**src/rtl/dbp_pkg.sv**
```systemverilog
package dbp_pkg;

    typedef enum logic [1:0] {
        ST_IDLE    = 2'd0,
        ST_DRAIN   = 2'd1,
        ST_STRETCH = 2'd2
    } dbp_state_e;

endpackage

```
**src/rtl/dbp_flag_bank.sv**
```systemverilog
// Per-channel hold flags: set by end-of-trace, cleared by a drain event.
// A set in the same cycle as the clear wins.
module dbp_flag_bank #(
    parameter int NCH = 8
) (
    input  logic           clk,
    input  logic           rst,
    input  logic [NCH-1:0] set_vec,
    input  logic           clr_all,
    output logic [NCH-1:0] hold
);

    for (genvar g = 0; g < NCH; g++) begin : g_ch
        always_ff @(posedge clk) begin
            if (rst) begin
                hold[g] <= 1'b0;
            end else if (set_vec[g]) begin
                hold[g] <= 1'b1;
            end else if (clr_all) begin
                hold[g] <= 1'b0;
            end
        end
    end

endmodule

```
**src/rtl/dbp_seq.sv**
```systemverilog
// Drain sequencer: detects the drain event and stretches the completion pulse.
module dbp_seq
    import dbp_pkg::*;
#(
    parameter int STRETCH = 2
) (
    input  logic clk,
    input  logic rst,
    input  logic any_eot,
    input  logic any_hold,
    input  logic all_empty,
    output logic fire,
    output logic pulse
);

    localparam int SW = (STRETCH > 1) ? $clog2(STRETCH) : 1;
    localparam logic [SW-1:0] LOAD = SW'(STRETCH - 1);

    dbp_state_e      state_q, state_d;
    logic [SW-1:0]   cnt_q, cnt_d;

    // state register
    always_ff @(posedge clk) begin
        if (rst) begin
            state_q <= ST_IDLE;
            cnt_q   <= '0;
        end else begin
            state_q <= state_d;
            cnt_q   <= cnt_d;
        end
    end

    // next state
    always_comb begin
        state_d = state_q;
        cnt_d   = cnt_q;
        unique case (state_q)
            ST_IDLE: begin
                if (any_eot) state_d = ST_DRAIN;
            end
            ST_DRAIN: begin
                if (all_empty) begin
                    state_d = ST_STRETCH;
                    cnt_d   = LOAD;
                end
            end
            ST_STRETCH: begin
                if (cnt_q == '0) begin
                    state_d = (any_hold || any_eot) ? ST_DRAIN : ST_IDLE;
                end else begin
                    cnt_d = cnt_q - SW'(1);
                end
            end
            default: begin
                state_d = ST_IDLE;
                cnt_d   = '0;
            end
        endcase
    end

    // outputs
    always_comb begin
        fire  = (state_q == ST_DRAIN) && all_empty;
        pulse = (state_q == ST_STRETCH);
    end

endmodule

```
**src/rtl/dbp_evt_cnt.sv**
```systemverilog
// Wrapping event counter.
module dbp_evt_cnt #(
    parameter int CNT_W = 16
) (
    input  logic             clk,
    input  logic             rst,
    input  logic             inc,
    output logic [CNT_W-1:0] count
);

    always_ff @(posedge clk) begin
        if (rst) begin
            count <= '0;
        end else if (inc) begin
            count <= count + CNT_W'(1);
        end
    end

endmodule

```
**src/rtl/dbp_drain_ctrl.sv**
```systemverilog
module dbp_drain_ctrl #(
    parameter int NCH     = 8,
    parameter int CNT_W   = 16,
    parameter int STRETCH = 2
) (
    input  logic             clk,
    input  logic             rst,
    input  logic [NCH-1:0]   fifo_full,
    input  logic [NCH-1:0]   fifo_empty,
    input  logic [NCH-1:0]   end_trace,
    output logic [NCH-1:0]   wait_req,
    output logic             drain_pulse,
    output logic [CNT_W-1:0] event_count
);

    logic [NCH-1:0] hold;
    logic           fire;
    logic           all_empty;
    logic           any_eot;
    logic           any_hold;

    assign all_empty = &fifo_empty;
    assign any_eot   = |end_trace;
    assign any_hold  = |hold;

    dbp_flag_bank #(.NCH(NCH)) u_flags (
        .clk     (clk),
        .rst     (rst),
        .set_vec (end_trace),
        .clr_all (fire),
        .hold    (hold)
    );

    dbp_seq #(.STRETCH(STRETCH)) u_seq (
        .clk       (clk),
        .rst       (rst),
        .any_eot   (any_eot),
        .any_hold  (any_hold),
        .all_empty (all_empty),
        .fire      (fire),
        .pulse     (drain_pulse)
    );

    dbp_evt_cnt #(.CNT_W(CNT_W)) u_cnt (
        .clk   (clk),
        .rst   (rst),
        .inc   (fire),
        .count (event_count)
    );

    for (genvar g = 0; g < NCH; g++) begin : g_wr
        assign wait_req[g] = fifo_full[g] | hold[g];
    end

endmodule

```
**config.mk**
```make
export PLATFORM = sky130hd
export DESIGN_NAME = dbp_drain_ctrl
export DESIGN_NICKNAME = d
export VERILOG_FILES = /design/src/rtl/dbp_pkg.sv /design/src/rtl/dbp_flag_bank.sv /design/src/rtl/dbp_seq.sv /design/src/rtl/dbp_evt_cnt.sv /design/src/rtl/dbp_drain_ctrl.sv
export SDC_FILE = /design/constraint.sdc
export NUM_CORES = 1
export LEC_CHECK = 0
export CAP_MARGIN = 40
export CORE_MARGIN = 3
export CORE_UTILIZATION = 39
export CTS_BUF_LIST = sky130_fd_sc_hd__clkbuf_2
export DETAILED_ROUTE_END_ITERATION = 10
export GPL_TIMING_DRIVEN = 0
export PLACE_DENSITY = 0.84
export SLEW_MARGIN = 40
export SYNTH_ARGS = -nofsm -noshare
export SYNTH_HDL_FRONTEND = slang
export SYNTH_SLANG_ARGS = --single-unit
```
**constraint.sdc**
```tcl
create_clock -name clk -period 1.7 [get_ports clk]
set_clock_uncertainty 0.2 [all_clocks]
set_input_delay 0.17 -clock clk [delete_from_list [all_inputs] [get_ports clk]]
set_output_delay 0.17 -clock clk [all_outputs]
set_load 0.01 [all_outputs]
```
# After elaboration in Yosys (flattened, before gate mapping)
# Cells that the tools add are included.
[totals]
out_inout_bits = 25
inputBits = 26
ff_bits = 27
word_cells = 60
[op_classes]
n_bitwise = 9
n_reduce_logical = 16
mux = 17
addsub = 2
eq_ne = 5
[op_table]
columns = ["op", "count"]
rows = [
  ["adder 16 x 1 -> 16 bit, second input constant", 1],
  ["nonzero test 2 bit", 8],
  ["OR reduction 8 bit", 2],
  ["2-to-1 mux 1 bit", 12],
  ["bitwise OR 1 bit", 8],
  ["AND reduction 8 bit", 1],
  ["2-to-1 mux 2 bit", 3],
  ["one-hot mux 2 bit (3 select lines)", 1],
  ["!= test 2 x 1 -> 1 bit, second input constant", 2],
  ["one-hot mux 1 bit (3 select lines)", 1],
  ["AND reduction 3 bit", 1],
  ["equality test 2 x 1 -> 1 bit, second input constant", 1],
  ["equality test 2 bit, second input constant", 1],
  ["zero test 2 bit", 1],
  ["!= test 2 bit, second input constant", 1],
  ["AND reduction 2 bit", 1],
  ["logical AND 1 bit", 1],
  ["logical OR 1 bit", 1],
  ["NOT 1 bit", 1],
  ["subtractor 1 bit, second input constant", 1],
]

# Depth between registers and ports, before layout
# Gate-level depths: netlist (run 1).
[logic_depth]
depth_word = 5
mapped_depth = 5
mapped_depth_nobuf = 5

# Cells and area by module
# Synthesis (run 1) repeated with hierarchy kept, for this count alone.
[hier_totals]
hier_cells = 150
area_unflattened_um2 = 1292.5
[by_module_without_submodules]
columns = ["module", "n_inst", "cells_each", "area_each_um2", "seq_area_each_um2"]
rows = [
  ["dbp_evt_cnt", 1, 83, 757.0, 320.3],
  ["dbp_flag_bank", 1, 33, 304.0, 160.2],
  ["dbp_seq", 1, 17, 132.6, 60.1],
  ["dbp_drain_ctrl", 1, 17, 98.8, 0.0],
]

# Worst setup path after synthesis (run 1)
# OpenSTA, ideal clock, no wires.
[synth_path]
kind = "reg-to-reg"
start = "register u_cnt.count[0]"
end = "register u_cnt.count[12]"
required_ps = 1430
setup_ps = 70
t_arrival_ps = 1492
slack_ps = -62
synth_period_minus_slack_ps = 1762
stages_incl_launch_ff = 6
n_path_buf = 0
cell_sequence = "dfxtp_1 > ha_1 > and2_1 > nand4_2 > or4_1 > a21oi_1"
[synth_between]
elab_chain_cells = 1
[synth_rtl]
columns = ["element", "line_no", "rtl"]
rows = [
  ["start: declaration", "dbp_evt_cnt.sv:8", "output logic [CNT_W-1:0] count"],
  ["start signal: assignment", "dbp_evt_cnt.sv:15", "count <= count + CNT_W'(1);"],
  ["adder 16 x 1 -> 16 bit", "dbp_evt_cnt.sv:15", ""],
]
# Every way passes these cells.
# A chain may end at the register's enable or synchronous reset.

# Worst setup path in the final report (run 1)
[layout_path]
start = "register u_cnt.count[0]"
end = "register u_cnt.count[11]"
# The elaborated chain is that of the path after synthesis.

==> results of run 1 <==
-- state kept, by name, indices dropped and copies added (netlist names) --
name	cells
u_seq.cnt_q	1
u_cnt.count	16
u_seq.state_q	2
u_flags.hold	8
-- cell type report --
cell class	count	area, µm²	share of cell area (%)
sequential	27	596	27.5
timing repair buffer	76	732	33.8
inverter	4	15.0	0.693
buffer	5	27.5	1.27
clock buffer	3	15.0	0.693
multi-input combinational	106	724	33.4
tap	42	52.6	2.42
clock inverter	1	5.00	0.231
-- Yosys cell counts, types with 2 or more instances --
library cell,instances
or3_1,7
o31ai_1,3
nor4_1,6
a21oi_1,21
and4_4,2
dfxtp_1,27
or4_1,3
nand3_1,3
inv_1,4
nand2_1,6
nor2_1,14
o21ai_0,8
xnor2_1,3
or2_2,8
nand4_1,6
xor2_1,2
clkbuf_1,3
-- cell families (layout without fill, tap and decap cells) --
family	after synthesis	in the layout
adders and majority gates	1	1
and+or+nand+nor	65	65
buffers and inverters	9	89
DFF	27	27
AOI/OAI and AO/OA	34	34
xor gates and xnor gates	5	5
muxes	1	1
-- through the flow --
step | setup TNS (ps) | utilization [%] | setup slack, ps | total power [mW]
2_1_floorplan | 0 | - | 0.934 | 0.725
3_3_place_gp | -4270 | 61.7 | -309 | 0.819
3_5_place_dp | -5920 | 61.7 | -411 | 0.825
4_1_cts | -208 | 68.6 | -72.3 | 1.06
5_1_grt | -1520 | 75.3 | -192 | 1.10
6_report | -680 | 75.3 | -137 | 1.05
-- worst max-delay path by stage --
stage,endpoint,slack [ps],start
floorplan,u_cnt.count[12]$_SDFFE_PP0P_,0.9,u_cnt.count[0]$_SDFFE_PP0P_
detailed placement,u_cnt.count[12]$_SDFFE_PP0P_,-410,fifo_empty[6]
CTS,u_cnt.count[11]$_SDFFE_PP0P_,-70,u_cnt.count[1]$_SDFFE_PP0P_
global placement,u_cnt.count[14]$_SDFFE_PP0P_,-310,fifo_empty[6]
finish,u_cnt.count[11]$_SDFFE_PP0P_,-140,u_cnt.count[0]$_SDFFE_PP0P_
global route,u_cnt.count[11]$_SDFFE_PP0P_,-190,u_cnt.count[1]$_SDFFE_PP0P_
-- layer usage --
metal  up-vias  track usage [%]  share of wire, %
li1        681                -                 -
met1       651             20.6                41
met2        75             33.9                48
met3        17             5.95               7.5
met4         0             9.12               3.6
met5         -                0                 0
-- power groups by stage --
stage                     clock network [mW]  registers (mW)  logic, mW
after floorplan                            0           0.671     0.0544
after global placement                     0           0.674      0.145
after detailed placement                   0           0.676      0.150
after CTS                              0.248           0.658      0.150
after global routing                   0.276           0.651      0.177
final                                  0.241           0.648      0.162
-- cells in the final DEF, fill, tap and decap left out, drive strengths merged, types with 7 or more instances in the layout --
| master | n |
|---|---|
| a21oi | 21 |
| buf | 29 |
| dfxtp | 27 |
| dlymetal6s2s | 14 |
| or3 | 7 |
| clkbuf | 8 |
| o21ai | 8 |
| nor2 | 14 |
| or2 | 8 |
| nand4 | 8 |
| clkdlybuf4s50 | 24 |
-- repair_timing --
action / 4_1_cts / 5_1_grt
resized for setup: 49 / 49
gates cloned: 1 / 0
hold endpoints to repair: 3 / 0
setup buffers: 12 / 14
hold buffers: 1 / 0
setup endpoints to repair: 30 / 42
pin swaps: 9 / 11
-- worst max-delay path, stage by stage (launching register included) --
cell	delay [ps]
dfxtp_2	420
buf_6	110
and3_4	160
nand4_1	190
buf_4	200
or3_4	370
a21oi_2	120
==> results.cfg, run 1 <==
[synthesis]
syn_nets = 169
netlist_instances = 142
ys_seq_elements = 27
synth.area.top_cells = dfxtp_1 (44%), a21oi_1 (8.5%), nor2_1 (4.3%)
avgSynthCellArea_um2 = 8.66
synth_edf_count = 0
synthArstFlopShare_pct = 0
yosysTopAreaCellShare_pct = 43.9
ys_warn_count = 0
synth_ff_type = dfxtp_1
synth-adder-area-share_pct = 1.02
synth_top_family_by_area = simple AND/OR/NAND/NOR gates
synth_compound_area_share_pct = 14.9
synth_xor_area_share_pct = 3.56
muxShareOfSynthArea_pct = 0.814
ys_seq_area_share_pct = 43.9
synth_top_area_cell = dfxtp_1
synth-simple-area-share_pct = 33.0
synth_area_um2 = 1230
synth_cell_types = 33

[power]
sw_frac_of_total_pct = 24.8
powerDensity_nw_per_um2 = 485
leakage_nw = 1.07
p_int_mw = 0.791
vdd_drop_max_mv = 0.370
power_frac_clock_pct = 22.9
pwr-share-seq_pct = 61.6
power.switching_mw = 0.261
combinationalPowerShare_pct = 15.4

[route]
via_per_inst = 5.39
firstDrtPassIters = 4
drc = 0
drt-initial-drc-count = 49
final_antenna_net_count = 0
drt_wl_total_um = 3890
wl_per_cell_um = 14.8
via_count = 1424

[critical_path]
crit_fanout = 4
required_ps = 1790
criticalPathCategory = reg2reg
r2r_cells = 6
ff2ff_setup_slack_ps = -140
startpoint_type = register
end_kind = register
timing.rr.end = u_cnt.count[11]$_SDFFE_PP0P_
arrival_ps = 1930
r2r-start = u_cnt.count[0]$_SDFFE_PP0P_

[outcome]
violations = negative setup slack
status = complete, but fails checks

[timing]
max_slew_margin_pct = 65.6
setup_viol = 10
drv_slew = 0
rsz0062_at_grt = true
fmax_mhz = 544
fin_crit_ps = 1840
tightest_slew_ps = 516
min_period_over_period_pct = 108
finalHoldViolCount = 0
whs_ps = 198
finalWorstSetupSlack_ps = -137

[finish]
area_growth_pct = 76.2
nFillCells = 207
diodes = 0
finalNetCount = 250
stdcell_count = 264
design_area_um2 = 2170
drive_above_1_share_pct = 39.2

[placed_design]
place_hpwl_um = 2550
place.port_buffers = 49
detailed_place.area_um2 = 1780
place_inst = 233
gp_congestion = 0.763

[global_routing]
grt_overflow = 0
grt_pass1_vias = 1425
grt_max_degree = 16
antenna_found_initial = 0
grt_pass1_wl_um = 6170
grt_use_total_pct = 19.1

[worst_hold_path]
hp-class = in2reg
hp-start = end_trace[0]
hold-path-endpoint = u_flags.hold[0]$_SDFFE_PP0P_
whs_path_depth = 3

[cts]
numCtsBuffers = 3
cts_tree = done
clkTransAtPathRegs_ps = 260
clk_latency_ps = 360
cts-root-buf = clkbuf_2
cts_max_path_buffers = 2
clock_sinks = 27
cts_htree_levels = 1

[floorplan]
initial_core_util_pct = 42.8
die-area_um2 = 3860
fp.dieH_um = 62.2
coreArea_um2 = 2880
rows = 19
io_pins = 51
dieWidth_um = 62.2

[job]
drv_cap = 0
(Power assumes the default switching activity.)
==> inputs of run 2 (changes only) <==
Settings changed: CTS_CLUSTER_DIAMETER from default to 100, SETUP_SLACK_MARGIN from default to 0.1.
==> results.cfg, run 2 (synthesis gave the netlist of run 1 again) <==
[outcome]
status = complete, but fails checks
violations = negative setup slack

[finish]
diodes = 0
finalNetCount = 257
final_common_cell = buf_4
largest_reg_flops = 16
nFillCells = 204
fin_util_pct = 72.9
area_growth_pct = 70.4
drive_above_1_share_pct = 41.9
final_cell_mix = buf_4 (33), clkdlybuf4s50_1 (24), a21oi_1 (19)
reg_top3 = u_cnt.count x16, u_flags.hold x8, u_seq.state_q x2
top_register = u_cnt.count

[critical_path]
crit_start = u_cnt.count[1]$_SDFFE_PP0P_
required_ps = 1820
end_kind = register
arrival_ps = 1920
slowest_delay_ps = 540
cp-endpoint = u_cnt.count[14]$_SDFFE_PP0P_
crit_slowest_cell = or4_4
timing.rr.end = u_cnt.count[14]$_SDFFE_PP0P_
criticalPathCategory = reg2reg
startpoint_type = register
crit_fanout = 6
crit_buf_inv = 0
r2r_cells = 5
r2r-start = u_cnt.count[1]$_SDFFE_PP0P_
path_cells = ha_4, and2_4, nand4_4, or4_4, a21oi_2
ff2ff_setup_slack_ps = -100
cp.depth = 5
critPathTopFamily = simple AND/OR/NAND/NOR gates

[cts]
cts_tree = done
clk_latency_ps = 360
cts-root-buf = clkbuf_2
clock_sinks = 27
cts_max_path_buffers = 2
clkTransAtPathRegs_ps = 260
numCtsBuffers = 3
cts_htree_levels = 1

[power]
leakage_nw = 0.900
powerDensity_nw_per_um2 = 518
total_power_mw = 1.08
vdd_drop_max_mv = 0.363

[floorplan]
dieWidth_um = 62.2
coreArea_um2 = 2880
initial_core_util_pct = 42.8
die-area_um2 = 3860
fp.dieH_um = 62.2
io_pins = 51
rows = 19

[worst_hold_path]
hp-class = in2reg
whs_path_depth = 3

[timing]
setup_viol = 8
max_slew_margin_pct = 66.4
min_period_over_period_pct = 106
finalHoldViolCount = 0
fmax_mhz = 555
fin_crit_ps = 1800
rsz0062_at_grt = true
finalWorstSetupSlack_ps = -100
finalSetupTns_ps = -414
tightest_slew_ps = 505
drv_slew = 0

[route]
drt_wl_total_um = 4520
firstDrtPassIters = 4
drt-initial-drc-count = 91
via_per_inst = 5.63
final_antenna_net_count = 0
wl_per_cell_um = 16.7
drc = 0
via_count = 1527

[placed_design]
place_hpwl_um = 2610
place.port_buffers = 49
gp_congestion = 0.716

[global_routing]
grt_max_degree = 15
grt_pass1_vias = 1496
antenna_found_initial = 0
grt_overflow = 0
grt_pass1_wl_um = 6670
grt_use_total_pct = 20.8

[job]
drv_cap = 0
run 2: changes by cell type in the layout (fill, tap and decap cells not counted), moves of 2 or more:
cell | previous run | this run
buf_6 | 6 | 2
o21ai_0 | 4 | 7
dlymetal6s2s_1 | 14 | 0
clkdlybuf4s15_1 | 6 | 0
o21ai_1 | 3 | 1
buf_2 | 1 | 9
a21oi_1 | 17 | 19
a21oi_2 | 4 | 2
buf_4 | 21 | 33
dlygate4sd2_1 | 2 | 16
run 2: worst min path at each step:
stage / to / startpoint
floorplan: u_flags.hold[0]$_SDFFE_PP0P_ / end_trace[0]
global placement: u_cnt.count[15]$_SDFFE_PP0P_ / u_cnt.count[15]$_SDFFE_PP0P_
detailed placement: u_seq.state_q[1]$_SDFFE_PP0P_ / u_seq.cnt_q$_SDFFE_PP0P_
CTS: u_flags.hold[6]$_SDFFE_PP0P_ / end_trace[6]
global route: u_flags.hold[6]$_SDFFE_PP0P_ / end_trace[6]
finish: u_flags.hold[6]$_SDFFE_PP0P_ / end_trace[6]
run 2: per-layer routing:
metal	vias up	routed length, µm	global-route usage, %
li1	693	-	-
met1	725	1700	22.7
met2	88	2340	39.8
met3	21	342	4.50
met4	0	142	6.08
met5	-	0	0
run 2: report_power, final:
part | internal, mW | switching [mW]
registers | 0.640 | 0.00872
clock network | 0.0620 | 0.196
logic | 0.107 | 0.0713
total | 0.809 | 0.276
run 2: metrics by stage:
stage / hold slack, ps / worst slack [ps] / std cells / area [µm²]
floorplan: 87.4 / 77.0 / 142 / 1260
global placement: 273 / -340 / 233 / 1800
detailed placement: 290 / -380 / 233 / 1800
CTS: 181 / -12.2 / 266 / 2040
global route: 176 / -157 / 271 / 2100
finish: 191 / -100 / 271 / 2100
run 2: layout make-up:
type / count / area (µm²) / share of cell area [%]
repair buffers: 83 / 683 / 32.6
plain buffers: 5 / 35.0 / 1.67
inverters: 4 / 15.0 / 0.716
multi-input cells: 106 / 697 / 33.3
flip-flops and latches: 27 / 593 / 28.3
clock buffers: 4 / 20.0 / 0.955
well taps: 42 / 52.6 / 2.51
run 2: timing repair:
action | CTS | global route
endpoints found under the hold margin | 6 | 0
hold buffers | 1 | 0
setup buffers | 28 | 5
resized for setup | 84 | 9
pin swaps | 4 | 8
setup endpoints to repair | 41 | 22
run 2: tightest hold or removal path, cell delays in order:
cell and delay, ps:
clkdlybuf4s50_1 420, a21oi_1 120, nor2_1 50
==> inputs of run 3 (changes only) <==
Settings changed: CORE_MARGIN 3 to 1.5.
==> results.cfg, run 3 (synthesis gave the netlist of run 1 again) <==
[floorplan]
io_pins = 51
initial_core_util_pct = 40.6
coreArea_um2 = 3030
die-area_um2 = 3500
dieWidth_um = 59.2
fp.dieH_um = 59.2
rows = 20

[finish]
diodes = 0
finalNetCount = 256
reg_top3 = u_cnt.count x16, u_flags.hold x8, u_seq.state_q x2
area_growth_pct = 78.2
final_common_cell = buf_4
drive_above_1_share_pct = 46.1
top_register = u_cnt.count
final_cell_mix = buf_4 (32), clkdlybuf4s50_1 (24), dfxtp_2 (19)
stdcell_count = 272
largest_reg_flops = 16
fin_util_pct = 72.4

[global_routing]
grt_overflow = 0
grt_pass1_vias = 1426
antenna_found_initial = 0
grt_use_total_pct = 21.9
grt_pass1_wl_um = 6070
grt_max_degree = 17

[timing]
max_slew_margin_pct = 61.9
fin_crit_ps = 1760
min_period_over_period_pct = 103
setup_viol = 7
tightest_slew_ps = 572
fmax_mhz = 569
rsz0062_at_grt = true
drv_slew = 0
finalHoldViolCount = 0
finalWorstSetupSlack_ps = -57.2
whs_ps = 174

[cts]
cts_tree = done
clock_sinks = 27
clk_latency_ps = 380
cts_htree_levels = 1
cts_max_path_buffers = 2
numCtsBuffers = 3
clkTransAtPathRegs_ps = 270
cts-root-buf = clkbuf_2

[outcome]
status = complete, but fails checks
violations = negative setup slack

[route]
via_per_inst = 5.41
via_count = 1472
wl_per_cell_um = 14.9
final_antenna_net_count = 0
firstDrtPassIters = 4
drc = 0
drt_wl_total_um = 4060
drt-initial-drc-count = 76

[power]
leakage_nw = 0.919
vdd_drop_max_mv = 0.272
total_power_mw = 1.10
powerDensity_nw_per_um2 = 504

[critical_path]
required_ps = 1840
end_kind = register
startpoint_type = register
criticalPathCategory = reg2reg
arrival_ps = 1900
crit_fanout = 4
ff2ff_setup_slack_ps = -60

[placed_design]
place.port_buffers = 49
place_hpwl_um = 2420
gp_congestion = 0.736
place_inst = 235
preCtsSetupSlack_ps = -380

[worst_hold_path]
hp-class = in2reg

[job]
drv_cap = 0
-- run 3: changes by cell type in the layout (fill, tap and decap cells not counted), sizes merged --
cell,change
dlygate4sd2,-2
clkdlybuf4s15,+2
buf,-1
dlymetal6s2s,+1
clkbuf,-2
clkinvlp,+1
-- run 3: final cells by class --
cell class / instances / area [µm²]
Buffer: 5 / 37.5
Multi-Input combinational cell: 106 / 761
Tap cell: 44 / 55.1
Fill cell: 204 / 836
Clock buffer: 3 / 15.0
Clock inverter: 1 / 7.51
Sequential cell: 27 / 591
Timing Repair Buffer: 82 / 711
Inverter: 4 / 15.0
-- run 3: path summary, 6_finish.rpt --
check                                              startpoint  cells past startpoint                      endpoint
worst max-delay path            u_seq.state_q[0]$_SDFFE_PP0P_                      4  u_cnt.count[15]$_SDFFE_PP0P_
worst min-delay path                             end_trace[7]                      3  u_flags.hold[7]$_SDFFE_PP0P_
worst max register to register  u_seq.state_q[0]$_SDFFE_PP0P_                      4  u_cnt.count[15]$_SDFFE_PP0P_
worst min register to register    u_cnt.count[5]$_SDFFE_PP0P_                      2   u_cnt.count[5]$_SDFFE_PP0P_
-- run 3: critical path, stage by stage (launching register included) --
cell,delay [ps]
dfxtp_2,400
nor2b_4,190
nand4_1,200
or4_1,580
a21oi_1,140
-- run 3: repair_timing --
action	4_1_cts	5_1_grt
endpoints found under the hold margin	7	0
hold buffers	1	0
endpoints found under the setup margin	43	23
gates resized for setup	82	27
setup buffers	29	3
pin swaps	6	8
-- run 3: report_power, final --
group / switching [mW] / internal (mW) / total, mW / leakage [nW]
Combinational: 0.0773 / 0.120 / 0.198 / 0.674
Sequential: 0.00805 / 0.641 / 0.649 / 0.233
Clock: 0.202 / 0.0545 / 0.257 / 0.0126
-- run 3: stage by stage --
step	setup TNS (ps)	instance area [µm²]
2_1_floorplan	0	1260
3_3_place_gp	-4790	1800
3_5_place_dp	-5480	1800
4_1_cts	-10.2	2060
5_1_grt	-803	2190
6_report	-173	2190
-- run 3: metal layers --
metal,routed length (µm),track usage (%)
met1,1640,25.5
met2,2140,39.5
met3,194,3.28
met4,87,9.42
met5,0,0
